===== config.mk =====
export PLATFORM = sky130hd
export DESIGN_NAME = ctx_txport
export DESIGN_NICKNAME = d
export VERILOG_FILES = /design/src/rtl/ctx_pkg.sv /design/src/rtl/ctx_poll.sv /design/src/rtl/ctx_pack.sv /design/src/rtl/ctx_fifo.sv /design/src/rtl/ctx_flags.sv /design/src/rtl/ctx_txport.sv
export SDC_FILE = /design/constraint.sdc
export NUM_CORES = 2
export LEC_CHECK = 0
export BUFFER_PORTS_ARGS = -buffer_cell sky130_fd_sc_hd__clkbuf_2
export CAP_MARGIN = 10
export CORE_MARGIN = 1.5
export CORE_UTILIZATION = 35
export CTS_BUF_LIST = sky130_fd_sc_hd__clkbuf_2
export DETAILED_ROUTE_END_ITERATION = 8
export SETUP_SLACK_MARGIN = 0.5
export SYNTH_ARGS = -nofsm -noshare
export SYNTH_HDL_FRONTEND = slang
export SYNTH_SLANG_ARGS = --single-unit

===== constraint.sdc =====
create_clock -name clk -period 16.7 [get_ports clk]
set_clock_uncertainty 0.2 [all_clocks]
set_input_delay 3.34 -clock clk [delete_from_list [all_inputs] [get_ports clk]]
set_output_delay 3.34 -clock clk [all_outputs]
set_load 0.03 [all_outputs]

===== src/rtl/ctx_pkg.sv =====
package ctx_pkg;

    localparam int CELL_BYTES = 53;
    localparam int CELL_WORDS = (CELL_BYTES + 1) / 2;
    localparam int LAST_IDX   = CELL_BYTES - 1;

    typedef struct packed {
        logic [7:0] data;
        logic       soc;
        logic       par;
    } byte_in_t;

    typedef enum logic [1:0] {
        WR_NONE = 2'd0,
        WR_WORD = 2'd1,
        WR_LAST = 2'd2
    } wr_kind_t;

    typedef struct packed {
        wr_kind_t    kind;
        logic        abort;
        logic [15:0] word;
    } pack_op_t;

    function automatic logic odd_parity_ok(input logic [7:0] d, input logic p);
        return ^{d, p};
    endfunction

endpackage


===== src/rtl/ctx_poll.sv =====
module ctx_poll #(
    parameter int          ADDR_W    = 5,
    parameter logic [4:0]  PORT_ADDR = 5'd3
) (
    input  logic              clk,
    input  logic              rst,
    input  logic [ADDR_W-1:0] tx_addr,
    input  logic              tx_enb_n,
    input  logic              clav_level,
    output logic              tx_clav,
    output logic              xfer
);
    localparam logic [ADDR_W-1:0] IDLE_ADDR = '1;

    logic hit;
    logic hit_q;
    logic enb_n_q;
    logic sel_q;
    logic start;
    logic sel_now;

    assign hit     = (tx_addr == ADDR_W'(PORT_ADDR)) && (tx_addr != IDLE_ADDR);
    assign start   = enb_n_q && !tx_enb_n;
    assign sel_now = start ? hit_q : sel_q;
    assign xfer    = !tx_enb_n && sel_now;

    always_ff @(posedge clk) begin
        if (rst) begin
            hit_q   <= 1'b0;
            enb_n_q <= 1'b1;
            sel_q   <= 1'b0;
            tx_clav <= 1'b0;
        end else begin
            hit_q   <= hit;
            enb_n_q <= tx_enb_n;
            tx_clav <= hit && clav_level;
            if (start) begin
                sel_q <= hit_q;
            end
        end
    end

endmodule


===== src/rtl/ctx_pack.sv =====
module ctx_pack
    import ctx_pkg::*;
(
    input  logic     clk,
    input  logic     rst,
    input  logic     xfer,
    input  byte_in_t din,
    input  logic     full,
    output pack_op_t op,
    output logic     parity_err
);
    logic       in_cell;
    logic [5:0] idx;
    logic [7:0] hold;
    logic       want_wr;

    always_comb begin
        op      = '0;
        want_wr = 1'b0;
        if (xfer) begin
            if (din.soc) begin
                op.abort = in_cell;
            end else if (in_cell) begin
                if (idx[0]) begin
                    want_wr = 1'b1;
                    op.kind = WR_WORD;
                    op.word = {hold, din.data};
                end else if (idx == 6'(LAST_IDX)) begin
                    want_wr = 1'b1;
                    op.kind = WR_LAST;
                    op.word = {din.data, 8'h00};
                end
                if (want_wr && full) begin
                    op.kind  = WR_NONE;
                    op.abort = 1'b1;
                end
            end
        end
    end

    always_ff @(posedge clk) begin
        if (rst) begin
            in_cell    <= 1'b0;
            idx        <= '0;
            hold       <= '0;
            parity_err <= 1'b0;
        end else if (xfer) begin
            if (!odd_parity_ok(din.data, din.par)) begin
                parity_err <= 1'b1;
            end
            if (din.soc) begin
                in_cell <= 1'b1;
                idx     <= 6'd1;
                hold    <= din.data;
            end else if (in_cell) begin
                if (op.abort || op.kind == WR_LAST) begin
                    in_cell <= 1'b0;
                end else begin
                    if (!idx[0]) begin
                        hold <= din.data;
                    end
                    idx <= idx + 6'd1;
                end
            end
        end
    end

endmodule


===== src/rtl/ctx_fifo.sv =====
module ctx_fifo
    import ctx_pkg::*;
#(
    parameter int DEPTH = 243,
    localparam int AW   = $clog2(DEPTH),
    localparam int CW   = $clog2(DEPTH + 1)
) (
    input  logic          clk,
    input  logic          rst,
    input  pack_op_t      op,
    input  logic          rd,
    output logic          rd_valid,
    output logic [15:0]   rd_data,
    output logic [CW-1:0] occ_com,
    output logic [CW-1:0] pend,
    output logic          full
);
    logic [15:0]   mem [DEPTH];
    logic [AW-1:0] wp;
    logic [AW-1:0] cp;
    logic [AW-1:0] rp;
    logic          do_wr;
    logic          do_rd;
    logic [CW-1:0] occ_nxt;

    function automatic logic [AW-1:0] step(input logic [AW-1:0] p);
        return (p == AW'(DEPTH - 1)) ? '0 : p + AW'(1);
    endfunction

    assign do_wr    = (op.kind != WR_NONE) && !op.abort;
    assign rd_valid = (occ_com != '0);
    assign do_rd    = rd && rd_valid;
    assign rd_data  = mem[rp];
    assign full     = ({1'b0, occ_com} + {1'b0, pend}) == (CW + 1)'(DEPTH);

    always_comb begin
        occ_nxt = occ_com;
        if (do_rd) begin
            occ_nxt = occ_nxt - CW'(1);
        end
        if (do_wr && op.kind == WR_LAST) begin
            occ_nxt = occ_nxt + pend + CW'(1);
        end
    end

    always_ff @(posedge clk) begin
        if (do_wr) begin
            mem[wp] <= op.word;
        end
    end

    always_ff @(posedge clk) begin
        if (rst) begin
            wp      <= '0;
            cp      <= '0;
            rp      <= '0;
            pend    <= '0;
            occ_com <= '0;
        end else begin
            if (op.abort) begin
                wp   <= cp;
                pend <= '0;
            end else if (do_wr) begin
                wp <= step(wp);
                if (op.kind == WR_LAST) begin
                    cp   <= step(wp);
                    pend <= '0;
                end else begin
                    pend <= pend + CW'(1);
                end
            end
            if (do_rd) begin
                rp <= step(rp);
            end
            occ_com <= occ_nxt;
        end
    end

endmodule


===== src/rtl/ctx_flags.sv =====
module ctx_flags #(
    parameter int  CW       = 8,
    parameter int  CLAV_RST = 27,
    parameter int  BP_RST   = 40
) (
    input  logic          clk,
    input  logic          rst,
    input  logic          cfg_we,
    input  logic          cfg_sel,
    input  logic [CW-1:0] cfg_wdata,
    input  logic [CW-1:0] free,
    output logic          clav_level,
    output logic          bp
);
    logic [CW-1:0] clav_thr;
    logic [CW-1:0] bp_thr;

    always_ff @(posedge clk) begin
        if (rst) begin
            clav_thr <= CW'(CLAV_RST);
            bp_thr   <= CW'(BP_RST);
        end else if (cfg_we) begin
            if (cfg_sel) begin
                bp_thr <= cfg_wdata;
            end else begin
                clav_thr <= cfg_wdata;
            end
        end
    end

    assign clav_level = (free >= clav_thr);
    assign bp         = (free < bp_thr);

endmodule


===== src/rtl/ctx_txport.sv =====
module ctx_txport
    import ctx_pkg::*;
#(
    parameter int         DEPTH     = 243,
    parameter int         ADDR_W    = 5,
    parameter logic [4:0] PORT_ADDR = 5'd3,
    parameter int         CLAV_RST  = 27,
    parameter int         BP_RST    = 40,
    localparam int        CW        = $clog2(DEPTH + 1)
) (
    input  logic              clk,
    input  logic              rst,
    input  logic [ADDR_W-1:0] tx_addr,
    input  logic              tx_enb_n,
    input  logic              tx_soc,
    input  logic [7:0]        tx_data,
    input  logic              tx_parity,
    output logic              tx_clav,
    output logic              tx_bp,
    output logic              parity_err,
    input  logic              cfg_we,
    input  logic              cfg_sel,
    input  logic [CW-1:0]     cfg_wdata,
    input  logic              word_rd,
    output logic              word_valid,
    output logic [15:0]       word_data
);
    logic          xfer;
    logic          clav_level;
    logic          full;
    byte_in_t      din;
    pack_op_t      op;
    logic [CW-1:0] occ_com;
    logic [CW-1:0] pend;
    logic [CW-1:0] free;

    assign din  = '{data: tx_data, soc: tx_soc, par: tx_parity};
    assign free = CW'(DEPTH) - occ_com - pend;

    ctx_poll #(
        .ADDR_W    (ADDR_W),
        .PORT_ADDR (PORT_ADDR)
    ) u_poll (
        .clk        (clk),
        .rst        (rst),
        .tx_addr    (tx_addr),
        .tx_enb_n   (tx_enb_n),
        .clav_level (clav_level),
        .tx_clav    (tx_clav),
        .xfer       (xfer)
    );

    ctx_pack u_pack (
        .clk        (clk),
        .rst        (rst),
        .xfer       (xfer),
        .din        (din),
        .full       (full),
        .op         (op),
        .parity_err (parity_err)
    );

    ctx_fifo #(
        .DEPTH (DEPTH)
    ) u_fifo (
        .clk      (clk),
        .rst      (rst),
        .op       (op),
        .rd       (word_rd),
        .rd_valid (word_valid),
        .rd_data  (word_data),
        .occ_com  (occ_com),
        .pend     (pend),
        .full     (full)
    );

    ctx_flags #(
        .CW       (CW),
        .CLAV_RST (CLAV_RST),
        .BP_RST   (BP_RST)
    ) u_flags (
        .clk        (clk),
        .rst        (rst),
        .cfg_we     (cfg_we),
        .cfg_sel    (cfg_sel),
        .cfg_wdata  (cfg_wdata),
        .free       (free),
        .clav_level (clav_level),
        .bp         (tx_bp)
    );

endmodule


==> impl_metrics.csv <==
group,metric,value,unit
outcome,status,"finished clean",
synthesis,ys_seq_elements,3972,
place,place_ws,7130,ps
worst_setup_path,arrival,8200,ps
synthesis,synthXorXnorAreaFrac,0.265,%
power,swShare,29.2,%
power,netSwitchingPower,5.89,mW
cts,root_buffer,"clkbuf_2",
synthesis,synth_top_area_cell,"edfxtp_1",
power,p_total,20.1,mW
synthesis,synth_compound_area_share,2.41,%
sta,finalSetupTns,0,ps
synthesis,syn_avg_cell_area,21.7,um^2
routing,drt_pre_antenna_iters,6,
power,power_density,117,mW/mm^2
sta,setup_ws,4960,ps
cells_and_area,fin_nets,8225,
floorplan,dieArea,0.448,mm^2
synthesis,synth_top_family_by_area,"multiplexers",
worst_setup_path,crit_family,"simple AND/OR/NAND/NOR gates",
power,p_int,14.3,mW
power,p_leak,43.7,nW
place,globalplace.congestion,0.816,
routing,drt-total-wl,428000,um
power,combPwrFrac,15.5,%
cts,clk_pin_slew,110,ps
routing,drcViolationCount,0,
synthesis,yosys.area_share.simple,2.61,%
sta,fin_crit_sh,70.3,%
synthesis,ys_async_sr_fraction,0,%
cts,cts_setup_buffers,0,
grt,grt_max_degree,114,
routing,vias,80400,
cells_and_area,layout-drive-gt1-share,34.6,%
cts,clock_latency,2250,ps
cells_and_area,fillers,39900,
worst_setup_path,critPathLaunchType,"register",
sta,relSlewSlack,12.2,%
synthesis,yosysMostFrequentCell,"edfxtp_1",
sta,finalHoldViolCount,0,
floorplan,initial_core_util,35.2,%
sta,worst_pin_slew,1320,ps
sta,setup_viol,0,
synthesis,ys_types,90,
worst_setup_path,crit_slowest_cell,"nor4_2",
synthesis,synthAdderAreaFrac,0.456,%
synthesis,synth_edf_count,3888,
sta,rsz0062_at_grt,"false",
synthesis,synth_common_cells,"edfxtp_1 (3888), mux4_2 (972), nor2_1 (337)",
sta,drv_slew,0,
grt,grt_antenna_before_repair,27,
power,pwr-share-seq,53.8,%
grt,grt_first_pass_wirelength,602000,um
cells_and_area,final_cell_area,0.172,mm^2
place,placed_cell_area,0.164,mm^2
floorplan,die_h,669,um
synthesis,synthTopCellsByArea,"edfxtp_1 (75%), mux4_2 (14%), mux2i_1 (1.2%)",
cts,cts_sinks,3972,
power,ir_drop,0.000115,V
worst_setup_path,path_buf_inv,3,
worst_setup_path,ff2ff_setup_slack,10540,ps
cells_and_area,utilization,39.0,%
routing,drt_iter0_markers,9267,
routing,avgRoutedWirePerCell,28.9,um
worst_setup_path,timing.critical_path.mode_cell,"buf_4",
worst_setup_path,cp_max_fo,39,
worst_hold_path,min_path_type,"reg2reg",
worst_setup_path,critPathKind,"reg2out",
floorplan,rows,244,
synthesis,yosysSeqAreaShare,76.2,%
cts,cts-buffers-inserted,950,
power,pwr-share-clk,30.8,%
worst_setup_path,crit_path_cell_trace,"buf_4 > buf_4 > nand2b_1 > nor3_1 > nor4_1 > nand3_1 > nor4_2 > o311a_1 > clkbuf_2",
sta,period_needed,11740,ps
synthesis,synthFlopType,"edfxtp_1",
synthesis,syn_area,0.155,mm^2
worst_setup_path,max_stage_delay,990,ps
synthesis,syn_nets,7254,
synthesis,yosysWarnings,0,
cts,ctsHoldBuffers,0,
routing,vias_per_cell,5.44,
routing,drtAntennaViolNets,0,
place,hpwl,249000,um
synthesis,synthMuxAreaShare,16.1,%
floorplan,num_io_pins,49,
cts,clockBufferDepth,4,
cells_and_area,area_growth,10.8,%
worst_setup_path,end_kind,"primary output",
grt,track_usage,18.7,%
cts,cts_resized,0,
grt,grt_overflow,0,
floorplan,coreArea,0.442,mm^2
floorplan,die_w,669,um
sta,fmax,85.2,MHz
synthesis,synth_cells,7171,
flow_run,drv_cap,0,
cts,cts_tree,"built",
cts,htreeDepth,6,
synthesis,yosys.area.top_type_share,75.1,%
worst_setup_path,required,13160,ps
grt,first_global_vias,81900,
place,buffer_ports.inserted,48,
==> area by class of cell <==
cell class                 count  area [um^2]  share of cell area (%)
sequential                  3972       118000                    68.8
multi-input combinational   2752        34500                    20.0
tap                         5904         7390                    4.29
clock buffer                1347         6740                    3.91
timing repair buffer         415         3190                    1.85
clock inverter               333         1670                   0.971
inverter                      51          199                   0.116
antenna                       15         37.5                  0.0218
==> per-stage QoR <==
stage          cells  hold WS [ps]
2_1_floorplan   7171           232
3_3_place_gp   13100           239
3_5_place_dp   13100           247
4_1_cts        14800           249
5_1_grt        14800           271
6_report       14800           233
==> final timing paths <==
kind | cells past startpoint | end | from
min reg2reg | 2 | u_fifo.wp[7] | u_fifo.cp[7]
min | 2 | u_fifo.wp[7] | u_fifo.cp[7]
max reg2reg | 11 | u_fifo.mem[200][12] | u_fifo.pend[0]
max | 9 | word_data[14] | register
==> state kept, by name, summed over array words and instances (netlist names), named ones only <==
signal and count:
u_fifo.pend 8, u_fifo.occ_com 8, u_pack.in_cell 1, u_fifo.rp 8
u_pack.parity_err 1, u_poll.sel_q 1, u_pack.idx 6, u_fifo.mem 3888
u_poll.hit_q 1, u_flags.clav_thr 8, u_pack.hold 8, u_poll.tx_clav 1
u_fifo.wp 8, u_flags.bp_thr 8, u_poll.enb_n_q 1, u_fifo.cp 8
==> cell families after synthesis <==
| logic type | Yosys count |
|---|---|
| mux | 1217 |
| compound gates | 555 |
| buf+inv | 447 |
| flops | 3972 |
| xor+xnor | 47 |
| simple gates | 878 |
| fa+ha+maj | 55 |
==> routing by layer <==
metal	track usage (%)	wire [um]
met1	25.2	171000
met2	30.1	205000
met3	3.89	37500
met4	6.82	14200
met5	0	80
==> cells in the final DEF (no fill, tap or decap), drive strengths merged, types with 15 or more instances in the layout <==
master  instances
nor4           24
and3           25
edfxtp       3888
nor3           46
nand2         237
a21oi         130
ha             51
inv            81
and2           30
a31oi          20
o22ai          94
a211oi         39
nand3          51
mux4         1011
a22oi          43
o211ai         24
dfxtp          84
nand4          18
nor2b          32
diode          15
o221ai         30
nor2          338
mux2           25
mux2i         181
buf           367
clkinv        297
nand2b         22
clkbuf       1395
a22o           25
xnor2          30
o21ai          59
xor2           17
==> worst min-delay path: cells and delay by family (launching register included) <==
kind,cells,cell delay (ps)
flops,1,320
simple gates,1,60
compound gates,1,50
==> power groups by stage <==
stage | Clock, mW | Sequential, mW | Combinational, mW
final | 6.20 | 10.8 | 3.12
after global routing | 6.84 | 10.8 | 3.31
after global placement | 0 | 11.1 | 3.15
after floorplan | 0 | 11.0 | 2.55
after detailed placement | 0 | 11.1 | 3.18
after CTS | 6.37 | 10.8 | 3.18
Power figures use the tool's default switching activity.
